--- src/rtl/ppc_perm_pkg.sv ---
package ppc_perm_pkg;
  localparam int unsigned MAX_PORTS = 16;
  localparam int unsigned DATA_W    = 32;

  typedef logic [MAX_PORTS-1:0] port_vec_t;
  typedef logic [DATA_W-1:0]    data_t;

  function automatic data_t port_mask(input int unsigned n);
    data_t m;
    m = '0;
    for (int unsigned i = 0; i < MAX_PORTS; i++)
      if (i < n) m[i] = 1'b1;
    return m;
  endfunction
endpackage

--- src/rtl/ppc_perm_word.sv ---
module ppc_perm_word
  import ppc_perm_pkg::*;
#(
  parameter int unsigned NUMPORTS = 16
) (
  input  logic      clk_i,
  input  logic      rst_ni,
  input  logic      we_i,
  input  port_vec_t wdata_i,
  output port_vec_t word_o
);
  for (genvar i = 0; i < MAX_PORTS; i++) begin : g_bit
    if (i < NUMPORTS) begin : g_live
      logic q;
      always_ff @(posedge clk_i or negedge rst_ni) begin
        if (!rst_ni)   q <= 1'b0;
        else if (we_i) q <= wdata_i[i];
      end
      assign word_o[i] = q;
    end else begin : g_tie
      assign word_o[i] = 1'b0;
    end
  end

  a_r6_hold_without_strobe: assert property (@(posedge clk_i) disable iff (!rst_ni)
    !we_i |=> $stable(word_o));
  a_r2_masked_store: assert property (@(posedge clk_i) disable iff (!rst_ni)
    we_i |=> word_o == ($past(wdata_i) & MAX_PORTS'(port_mask(NUMPORTS))));
endmodule

--- src/rtl/ppc_priv_sel.sv ---
module ppc_priv_sel
  import ppc_perm_pkg::*;
#(
  parameter int unsigned NUMPORTS = 16
) (
  input  port_vec_t ns_i,
  input  port_vec_t sp_i,
  input  port_vec_t nsp_i,
  output port_vec_t priv_o
);
  for (genvar i = 0; i < MAX_PORTS; i++) begin : g_port
    if (i < NUMPORTS) begin : g_live
      assign priv_o[i] = ns_i[i] ? nsp_i[i] : sp_i[i];
    end else begin : g_tie
      logic unused;
      assign unused    = ns_i[i] ^ sp_i[i] ^ nsp_i[i];
      assign priv_o[i] = 1'b0;
    end
  end
endmodule

--- src/rtl/ppc_irq_tap.sv ---
module ppc_irq_tap
  import ppc_perm_pkg::*;
#(
  parameter int unsigned IRQ_OFFSET = 0
) (
  input  logic  clk_i,
  input  logic  rst_ni,
  input  data_t en_word_i,
  input  data_t stat_word_i,
  input  logic  status_i,
  output logic  irq_en_o,
  output logic  irq_clr_o,
  output data_t stat_o
);
  logic status_q;
  logic armed_q;

  always_ff @(posedge clk_i or negedge rst_ni) begin
    if (!rst_ni) begin
      irq_en_o  <= 1'b0;
      irq_clr_o <= 1'b0;
      status_q  <= 1'b0;
      armed_q   <= 1'b0;
    end else begin
      irq_en_o  <= en_word_i[IRQ_OFFSET];
      irq_clr_o <= stat_word_i[IRQ_OFFSET];
      status_q  <= status_i;
      armed_q   <= 1'b1;
    end
  end

  always_comb begin
    stat_o             = '0;
    stat_o[IRQ_OFFSET] = status_q;
  end

  a_r7_enable_tap: assert property (@(posedge clk_i) disable iff (!rst_ni)
    armed_q |-> irq_en_o == (($past(en_word_i) >> IRQ_OFFSET) & 1) != 0);
  a_r8_clear_tap: assert property (@(posedge clk_i) disable iff (!rst_ni)
    armed_q |-> irq_clr_o == (($past(stat_word_i) >> IRQ_OFFSET) & 1) != 0);
  a_r9_single_status_bit: assert property (@(posedge clk_i) disable iff (!rst_ni)
    $onehot0(stat_o) && (armed_q -> (stat_o[IRQ_OFFSET] == $past(status_i))));
endmodule

--- src/rtl/ppc_port_ctrl.sv ---
module ppc_port_ctrl
  import ppc_perm_pkg::*;
#(
  parameter int unsigned NUMPORTS   = 16,
  parameter int unsigned IRQ_OFFSET = 0
) (
  input  logic                 clk_i,
  input  logic                 rst_ni,
  input  logic [DATA_W-1:0]    wdata_i,
  input  logic                 ns_we_i,
  input  logic                 sp_we_i,
  input  logic                 nsp_we_i,
  input  logic [DATA_W-1:0]    en_word_i,
  input  logic [DATA_W-1:0]    stat_word_i,
  input  logic                 status_i,
  output logic [MAX_PORTS-1:0] ns_o,
  output logic [MAX_PORTS-1:0] priv_o,
  output logic                 irq_en_o,
  output logic                 irq_clr_o,
  output logic [DATA_W-1:0]    stat_o
);
  localparam data_t     MASK      = port_mask(NUMPORTS);
  localparam port_vec_t PORT_MASK = MASK[MAX_PORTS-1:0];

  if (NUMPORTS < 1 || NUMPORTS > MAX_PORTS) begin : g_bad_ports
    initial $error("NUMPORTS out of range");
  end
  if (IRQ_OFFSET >= DATA_W) begin : g_bad_offset
    initial $error("IRQ_OFFSET out of range");
  end

  port_vec_t ns_w, sp_w, nsp_w;
  port_vec_t wdata_lo;
  assign wdata_lo = wdata_i[MAX_PORTS-1:0];

  ppc_perm_word #(.NUMPORTS(NUMPORTS)) u_ns_word (
    .clk_i, .rst_ni, .we_i(ns_we_i),  .wdata_i(wdata_lo), .word_o(ns_w));
  ppc_perm_word #(.NUMPORTS(NUMPORTS)) u_sp_word (
    .clk_i, .rst_ni, .we_i(sp_we_i),  .wdata_i(wdata_lo), .word_o(sp_w));
  ppc_perm_word #(.NUMPORTS(NUMPORTS)) u_nsp_word (
    .clk_i, .rst_ni, .we_i(nsp_we_i), .wdata_i(wdata_lo), .word_o(nsp_w));

  ppc_priv_sel #(.NUMPORTS(NUMPORTS)) u_priv_sel (
    .ns_i(ns_w), .sp_i(sp_w), .nsp_i(nsp_w), .priv_o(priv_o));

  assign ns_o = ns_w;

  ppc_irq_tap #(.IRQ_OFFSET(IRQ_OFFSET)) u_irq_tap (
    .clk_i, .rst_ni,
    .en_word_i, .stat_word_i, .status_i,
    .irq_en_o, .irq_clr_o, .stat_o);

  a_r3_ns_write: assert property (@(posedge clk_i) disable iff (!rst_ni)
    ns_we_i |=> ns_o == MAX_PORTS'($past(wdata_i) & MASK));
  a_r2_upper_low: assert property (@(posedge clk_i) disable iff (!rst_ni)
    ((ns_o | priv_o) & ~PORT_MASK) == '0);
  a_r5_joint_write: assert property (@(posedge clk_i) disable iff (!rst_ni)
    (ns_we_i && sp_we_i && nsp_we_i) |=> priv_o == MAX_PORTS'($past(wdata_i) & MASK));
  a_r4_secure_port_stable: assert property (@(posedge clk_i) disable iff (!rst_ni)
    (!ns_we_i && !sp_we_i && !nsp_we_i) |=> $stable(priv_o));
endmodule

--- config.mk ---
export PLATFORM = sky130hd
export DESIGN_NAME = ppc_port_ctrl
export DESIGN_NICKNAME = d
export VERILOG_FILES = /design/src/rtl/ppc_perm_pkg.sv /design/src/rtl/ppc_perm_word.sv /design/src/rtl/ppc_priv_sel.sv /design/src/rtl/ppc_irq_tap.sv /design/src/rtl/ppc_port_ctrl.sv
export SDC_FILE = /design/constraint.sdc
export NUM_CORES = 1
export LEC_CHECK = 0
export BUFFER_PORTS_ARGS = -buffer_cell sky130_fd_sc_hd__buf_2
export CORE_UTILIZATION = 42
export CTS_CLUSTER_DIAMETER = 200
export CTS_CLUSTER_SIZE = 8
export DETAILED_ROUTE_END_ITERATION = 16
export PLACE_DENSITY = 0.89
export REMOVE_ABC_BUFFERS = 1
export SKIP_LAST_GASP = 1
export SYNTH_ARGS = -nofsm -noshare
export SYNTH_HDL_FRONTEND = slang
export SYNTH_SLANG_ARGS = --single-unit
--- constraint.sdc ---
create_clock -name clk_i -period 1.36 [get_ports clk_i]
set_clock_uncertainty 0.15 [all_clocks]
set_input_delay 0.272 -clock clk_i [delete_from_list [all_inputs] [get_ports clk_i]]
set_output_delay 0.272 -clock clk_i [all_outputs]
set_load 0.02 [all_outputs]
==> impl_metrics.csv, run 1 <==
group,metric,value,unit
outcome,status,"complete, but fails checks",
outcome,violations,"negative setup slack",
placement,numPortBuffers,58,
worst_setup_path,worstPathRequired,0.94,ns
power_and_ir_drop,p_comb_share,27.5,%
yosys,syn_avg_cell_area,15.1,sq um
clocking,cts_tree,"done",
yosys,synth_top_area_cell,"dfrtp_1",
drt,postRouteAntennaNets,0,
clocking,h-tree-depth,2,
global_route,antenna_found_initial,0,
sta,rsz0062_at_grt,"true",
sta,drv_slew,0,
layout,fin_util,55.6,%
power_and_ir_drop,vdd_ir_drop_max,0.881,mV
layout,syn2layout_area_growth,28.2,%
sta,setup_viol,31,
drt,routedWlPerCell,14.3,um
drt,wl,4490,um
worst_setup_path,critPathMaxStageDelay,0.42,ns
layout,fillerInstances,478,
power_and_ir_drop,total_power,4110,uW
floorplan,die_y,80.2,um
floorplan,ios,168,
global_route,grt_pass1_vias,1468,
power_and_ir_drop,netSwitchingFraction,26.1,%
global_route,grt_max_degree,52,
layout,instances_no_fill,315,
sta,hold_viol_final,0,
clocking,cts.sinks,51,
power_and_ir_drop,power_leakage,0.00166,uW
floorplan,core_area,5920,sq um
drt,initialDrtViolationCount,30,
layout,multi_input_area,1010,sq um
layout,drive_above_1_share,64.2,%
worst_setup_path,worstSetupStartpointType,"register",
drt,drtPass1Iterations,2,
worst_setup_path,critPathArrivalTime,1.16,ns
clocking,clockRootBuffer,"clkbuf_8",
placement,place_area,2710,sq um
power_and_ir_drop,p_switching,1080,uW
worst_setup_path,crit_type,"reg2out",
floorplan,die_area,6430,sq um
clocking,clk_pin_slew,0.10,ns
yosys,synth.distinct_cells,7,
worst_setup_path,worstPathCellList,"mux2_4, buf_6",
layout,seq_area,1280,sq um
floorplan,die_x,80.2,um
flow_run,max_cap_viol_count,0,
global_route,grt_usage,14.4,%
yosys,netlist.area_leader.share,49.7,%
power_and_ir_drop,power_frac_seq,42.9,%
power_and_ir_drop,power_density,1250,nW/um^2
global_route,gr-total-overflow,0,
placement,post-place-cells,285,
drt,route.detailed.drc,0,
drt,vias,1401,
layout,diodes,0,
sta,fmax,0.632,GHz
global_route,grt_pass1_wl,7020,um
yosys,yosysSeqAreaShare,49.7,%
clocking,clock_latency,0.29,ns
placement,hpwl,2760,um
worst_setup_path,endpoint_kind,"output pin",
worst_setup_path,worstPathMaxFanout,2,
placement,pre_cts_ws,0.0693,ns
yosys,synth_common_cells,"51 x dfrtp_1, 48 x buf_4, 34 x mux2_2",
yosys,synth_warnings,0,
drt,viasPerCell,4.45,
power_and_ir_drop,clockPowerShare,29.6,%
clocking,clock_path_buffers,2,
yosys,postSynth.asyncResetShare,100,%
sta,timing.final.crit_share,116,%
yosys,synth_area,2570,sq um
floorplan,start_util,43.4,%
yosys,yosysMostFrequentCell,"dfrtp_1",
yosys,synth_edf_count,0,
yosys,synth_cells,170,
floorplan,rows,28,
sta,setup_ws,-0.223,ns
power_and_ir_drop,p_int,3040,uW
yosys,synth_area_leaders,"dfrtp_1 50%, mux2_4 18%, mux2_2 15%, buf_4 14%, buf_12 2.3%",
worst_setup_path,critPathSlowestCell,"dfrtp_1",
layout,final_nets,341,
yosys,synthFlopType,"dfrtp_1",
yosys,synth-seq-cells,51,
min_path,hp-class,"in2reg",
layout,final_area,3290,sq um
placement,gp_congestion,0.720,
clocking,cts_made_buffers,5,
sta,layout_min_cycle_time,1.58,ns
## cells in the final DEF, fill, tap and decap left out, types with 2 or more instances in the layout
master / count
conb_1: 31
mux2_2: 19
buf_6: 37
bufinv_16: 2
dfrtp_1: 51
clkbuf_8: 5
buf_2: 26
mux2_4: 45
buf_4: 15
buf_12: 4
dlygate4sd3_1: 4
## worst paths after layout
kind	from	slack (ns)	to	cells after the start
max in group asynchronous	rst_ni	0.49	u_ns_word.g_bit[6].g_live.q	3
min reg2reg	u_nsp_word.g_bit[10].g_live.q	0.37	u_nsp_word.g_bit[10].g_live.q	1
max	u_ns_word.g_bit[14].g_live.q	-0.22	priv_o[14]	2
min in group asynchronous	rst_ni	0.33	u_ns_word.g_bit[8].g_live.q	3
max reg2reg	u_ns_word.g_bit[14].g_live.q	0.16	u_ns_word.g_bit[14].g_live.q	3
min	wdata_i[11]	0.07	u_nsp_word.g_bit[11].g_live.q	2
## worst max-delay path, delay by kind of cell, from the launching register on
| family | cells | cell delay [ns] |
|---|---|---|
| buffers and inverters | 1 | 0.13 |
| muxes | 1 | 0.32 |
| DFF | 1 | 0.42 |
## layout make-up
cell class              instances  share of cell area [%]
clock buffers                   5                    2.09
clock inverters                 3                    2.05
multi-input cells              95                    30.6
flip-flops and latches         51                    38.8
well taps                      75                    2.85
repair buffers                 86                    23.7
## sequential cells by signal, summed over array words and instances (netlist names)
signal / count
u_ns_word.g_bit.g_live.q: 16
u_sp_word.g_bit.g_live.q: 16
u_nsp_word.g_bit.g_live.q: 16
u_irq_tap.irq_en_o: 1
u_irq_tap.status_q: 1
u_irq_tap.irq_clr_o: 1
## timing repair
action / CTS / global route
buffers inserted: 16 / 7
resized for setup: 42 / 43
hold buffers: 4 / 0
hold endpoints to repair: 54 / 0
setup endpoints to repair: 17 / 32
## power groups by stage
| stage | combinational (uW) | clock, uW | sequential [uW] |
|---|---|---|---|
| floorplan | 460 | 0 | 1830 |
| global placement | 797 | 0 | 1770 |
| detailed placement | 813 | 0 | 1780 |
| CTS | 1030 | 1250 | 1750 |
| global route | 1200 | 1340 | 1780 |
| finish | 1130 | 1220 | 1770 |
## cell families (layout without fill, tap and decap cells)
kind of cell           Yosys count  after routing  share of synthesized area [%]
DFF                             51             51                           49.7
other                            1             31                          0.146
muxes                           64             64                           32.5
buffers and inverters           54             94                           17.7
## metal layers
layer  global-route usage, %  vias to the layer above  routed length [um]
met2                    26.3                       58                2380
met3                    3.98                        5                 221
met1                    16.5                      709                1860
met5                       0                        -                   0
li1                        -                      629                   -
met4                    3.39                        0                  29
## through the flow
stage	hold WS, ns	TNS, ns
after detailed placement	0.131	0
after CTS	0.0660	-4.28
after global routing	0.0521	-5.58
after floorplan	-0.174	0
after global placement	0.128	0
final	0.0744	-4.09
Note: power is estimated with default switching activity, not from simulation.
==> run 2: changes to the inputs <==
--- a/config.mk
+++ b/config.mk
@@ -6,11 +6,11 @@
 export NUM_CORES = 1
 export LEC_CHECK = 0
 export BUFFER_PORTS_ARGS = -buffer_cell sky130_fd_sc_hd__buf_2
-export CORE_UTILIZATION = 42
+export CORE_UTILIZATION = 38
 export CTS_CLUSTER_DIAMETER = 200
 export CTS_CLUSTER_SIZE = 8
 export DETAILED_ROUTE_END_ITERATION = 16
-export PLACE_DENSITY = 0.89
+export PLACE_DENSITY = 0.85
 export REMOVE_ABC_BUFFERS = 1
 export SKIP_LAST_GASP = 1
 export SYNTH_ARGS = -nofsm -noshare
==> constraint.sdc (replaced) <==
create_clock -name clk_i -period 1.37 [get_ports clk_i]
set_clock_uncertainty 0.15 [all_clocks]
set_input_delay 0.274 -clock clk_i [delete_from_list [all_inputs] [get_ports clk_i]]
set_output_delay 0.274 -clock clk_i [all_outputs]
set_load 0.02 [all_outputs]
==> run 2 against run 1 <==
The flow finishes with violations (design-rule violations, negative setup slack). Largest power group unchanged. Utilization is 4.3 points lower. Global-route usage fell by 1.2 points. Final cell count up 0.95%. Largest cell class unchanged. Clock-buffer cell count increased by 1. Die area rose by 10%. First-iteration DRC count increased by 10%. Wire length grew 3.2%.
==> impl_metrics.csv, run 2 (synthesis results as in run 1) <==
group,metric,value,unit
worst_setup_path,crit_family,"flip-flops",
clocking,cts.sinks,51,
sta,layout_min_cycle_time,1.61,ns
sta,fmax,0.622,GHz
floorplan,die_area,7090,sq um
placement,hpwl,2880,um
flow_run,max_cap_viol_count,0,
clocking,cts_tree,"done",
placement,post-place-cells,287,
drt,routedWlPerCell,14.6,um
clocking,clk_pin_slew,0.10,ns
outcome,status,"complete, but fails checks",
layout,drive_above_1_share,64.3,%
drt,top_layer,"met4",
global_route,antenna_found_initial,0,
drt,postRouteAntennaNets,0,
sta,hold_viol_final,0,
global_route,gr-total-overflow,0,
outcome,violations,"design-rule violations, negative setup slack",
worst_setup_path,critPathMaxStageDelay,0.42,ns
sta,drv_slew,0,
drt,wl_met1,1970,um
worst_setup_path,crit_type,"reg2out",
drt,viasPerCell,4.44,
drt,vias,1413,
clocking,cts_made_buffers,5,
power_and_ir_drop,power_density,1210,nW/um^2
drt,dr_wl_met2,2400,um
clocking,clock_path_buffers,2,
drt,route.detailed.drc,14,
worst_setup_path,critPathSlowestCell,"dfrtp_1",
power_and_ir_drop,power_leakage,0.00166,uW
global_route,grt_pass1_vias,1474,
global_route,grt_usage,13.2,%
worst_setup_path,worstPathRequired,0.95,ns
floorplan,rows,29,
clocking,clock_latency,0.29,ns
drt,wl_met3,254,um
layout,seq_area,1280,sq um
sta,rsz0062_at_grt,"true",
floorplan,die_x,84.2,um
layout,final_nets,342,
power_and_ir_drop,vdd_ir_drop_max,0.595,mV
layout,diodes,0,
layout,top_regs,"u_ns_word.g_bit.g_live.q x16, u_nsp_word.g_bit.g_live.q x16, u_sp_word.g_bit.g_live.q x16",
placement,pre_cts_ws,0.0750,ns
worst_setup_path,worstPathCellList,"mux2_4, buf_6",
layout,fillerInstances,548,
min_path,hp-class,"in2reg",
floorplan,core_area,6420,sq um
layout,instances_no_fill,318,
clocking,h-tree-depth,2,
layout,mostFrequentLayoutCell,"dfrtp_1",
placement,numPortBuffers,58,
sta,timing.final.crit_share,117,%
worst_setup_path,regToRegSetupSlack,0.19,ns
worst_setup_path,worstSetupStartpointType,"register",
worst_setup_path,critPathArrivalTime,1.18,ns
placement,gp_congestion,0.672,
power_and_ir_drop,total_power,3980,uW
layout,multi_input_area,1010,sq um
drt,drtPass1Iterations,10,
global_route,grt_max_degree,28,
worst_setup_path,worst-path-buf-inv,1,
global_route,grt_pass1_wl,7200,um
clocking,clockRootBuffer,"clkbuf_8",
sta,hold_slack,0.0775,ns
floorplan,start_util,40.0,%
floorplan,ios,168,
worst_setup_path,worstPathMaxFanout,2,
drt,wl,4640,um
layout,layout_common_cells,"51 x dfrtp_1, 45 x mux2_4, 43 x buf_6",
placement,place_area,2700,sq um
layout,syn2layout_area_growth,28.3,%
layout,final_area,3290,sq um
drt,initialDrtViolationCount,33,
sta,setup_ws,-0.237,ns
sta,setup_viol,31,
floorplan,die_y,84.2,um
worst_setup_path,endpoint_kind,"output pin",
==> run 2: changes by cell type in the layout (fill, tap and decap cells not counted), sizes merged <==
cell	change
clkinv	+1
clkinvlp	-1
clkbuf	+1
bufinv	-1
buf	+1
==> run 2: worst register-to-register path, delay by kind of cell, from the launching register on <==
| family | cells | cell delay (ns) |
|---|---|---|
| buf+inv | 2 | 0.25 |
| flops | 1 | 0.42 |
| mux | 1 | 0.25 |
==> run 2: metrics by stage <==
stage	TNS [ns]	utilization [%]
global route	-5.10	51.3
global placement	0	42.0
CTS	-4.30	48.4
floorplan	0	-
detailed placement	0	42.0
finish	-3.70	51.3
==> run 2: repair_timing <==
| item | in CTS | in global routing |
|---|---|---|
| setup buffers | 16 | 5 |
| gates cloned | 0 | 0 |
| endpoints found under the hold margin | 54 | 0 |
| endpoints found under the setup margin | 17 | 32 |
| resized for setup | 42 | 49 |
| hold buffers | 4 | 0 |
==> run 2: power breakdown <==
part / switching, uW / leakage (uW) / internal, uW
clock: 498 / 0.0000612 / 592
combinational: 487 / 0.00100 / 648
sequential: 103 / 0.000596 / 1650
==> run 2: final cells by class <==
cell class                 instances  area share (%)
timing repair buffer              87            24.2
sequential                        51            38.8
multi-input combinational         95            30.5
clock inverter                     2            1.06
clock buffer                       6            2.51
tap                               77            2.93
==> run 2: final timing paths <==
check                                               from                       endpoint  cells past startpoint
min reg2reg                u_nsp_word.g_bit[13].g_live.q  u_nsp_word.g_bit[13].g_live.q                      1
max reg2reg                  u_ns_word.g_bit[9].g_live.q    u_ns_word.g_bit[9].g_live.q                      3
max                          u_ns_word.g_bit[5].g_live.q                      priv_o[5]                      2
min in group asynchronous                         rst_ni   u_ns_word.g_bit[15].g_live.q                      3
max in group asynchronous                         rst_ni   u_nsp_word.g_bit[3].g_live.q                      3
min                                           wdata_i[9]   u_nsp_word.g_bit[9].g_live.q                      2
==> run 2: routing by layer <==
metal	up-vias	track usage, %
met5	-	0
met4	0	2.82
met3	2	4.72
met2	59	21.6
met1	719	16.9
li1	633	-
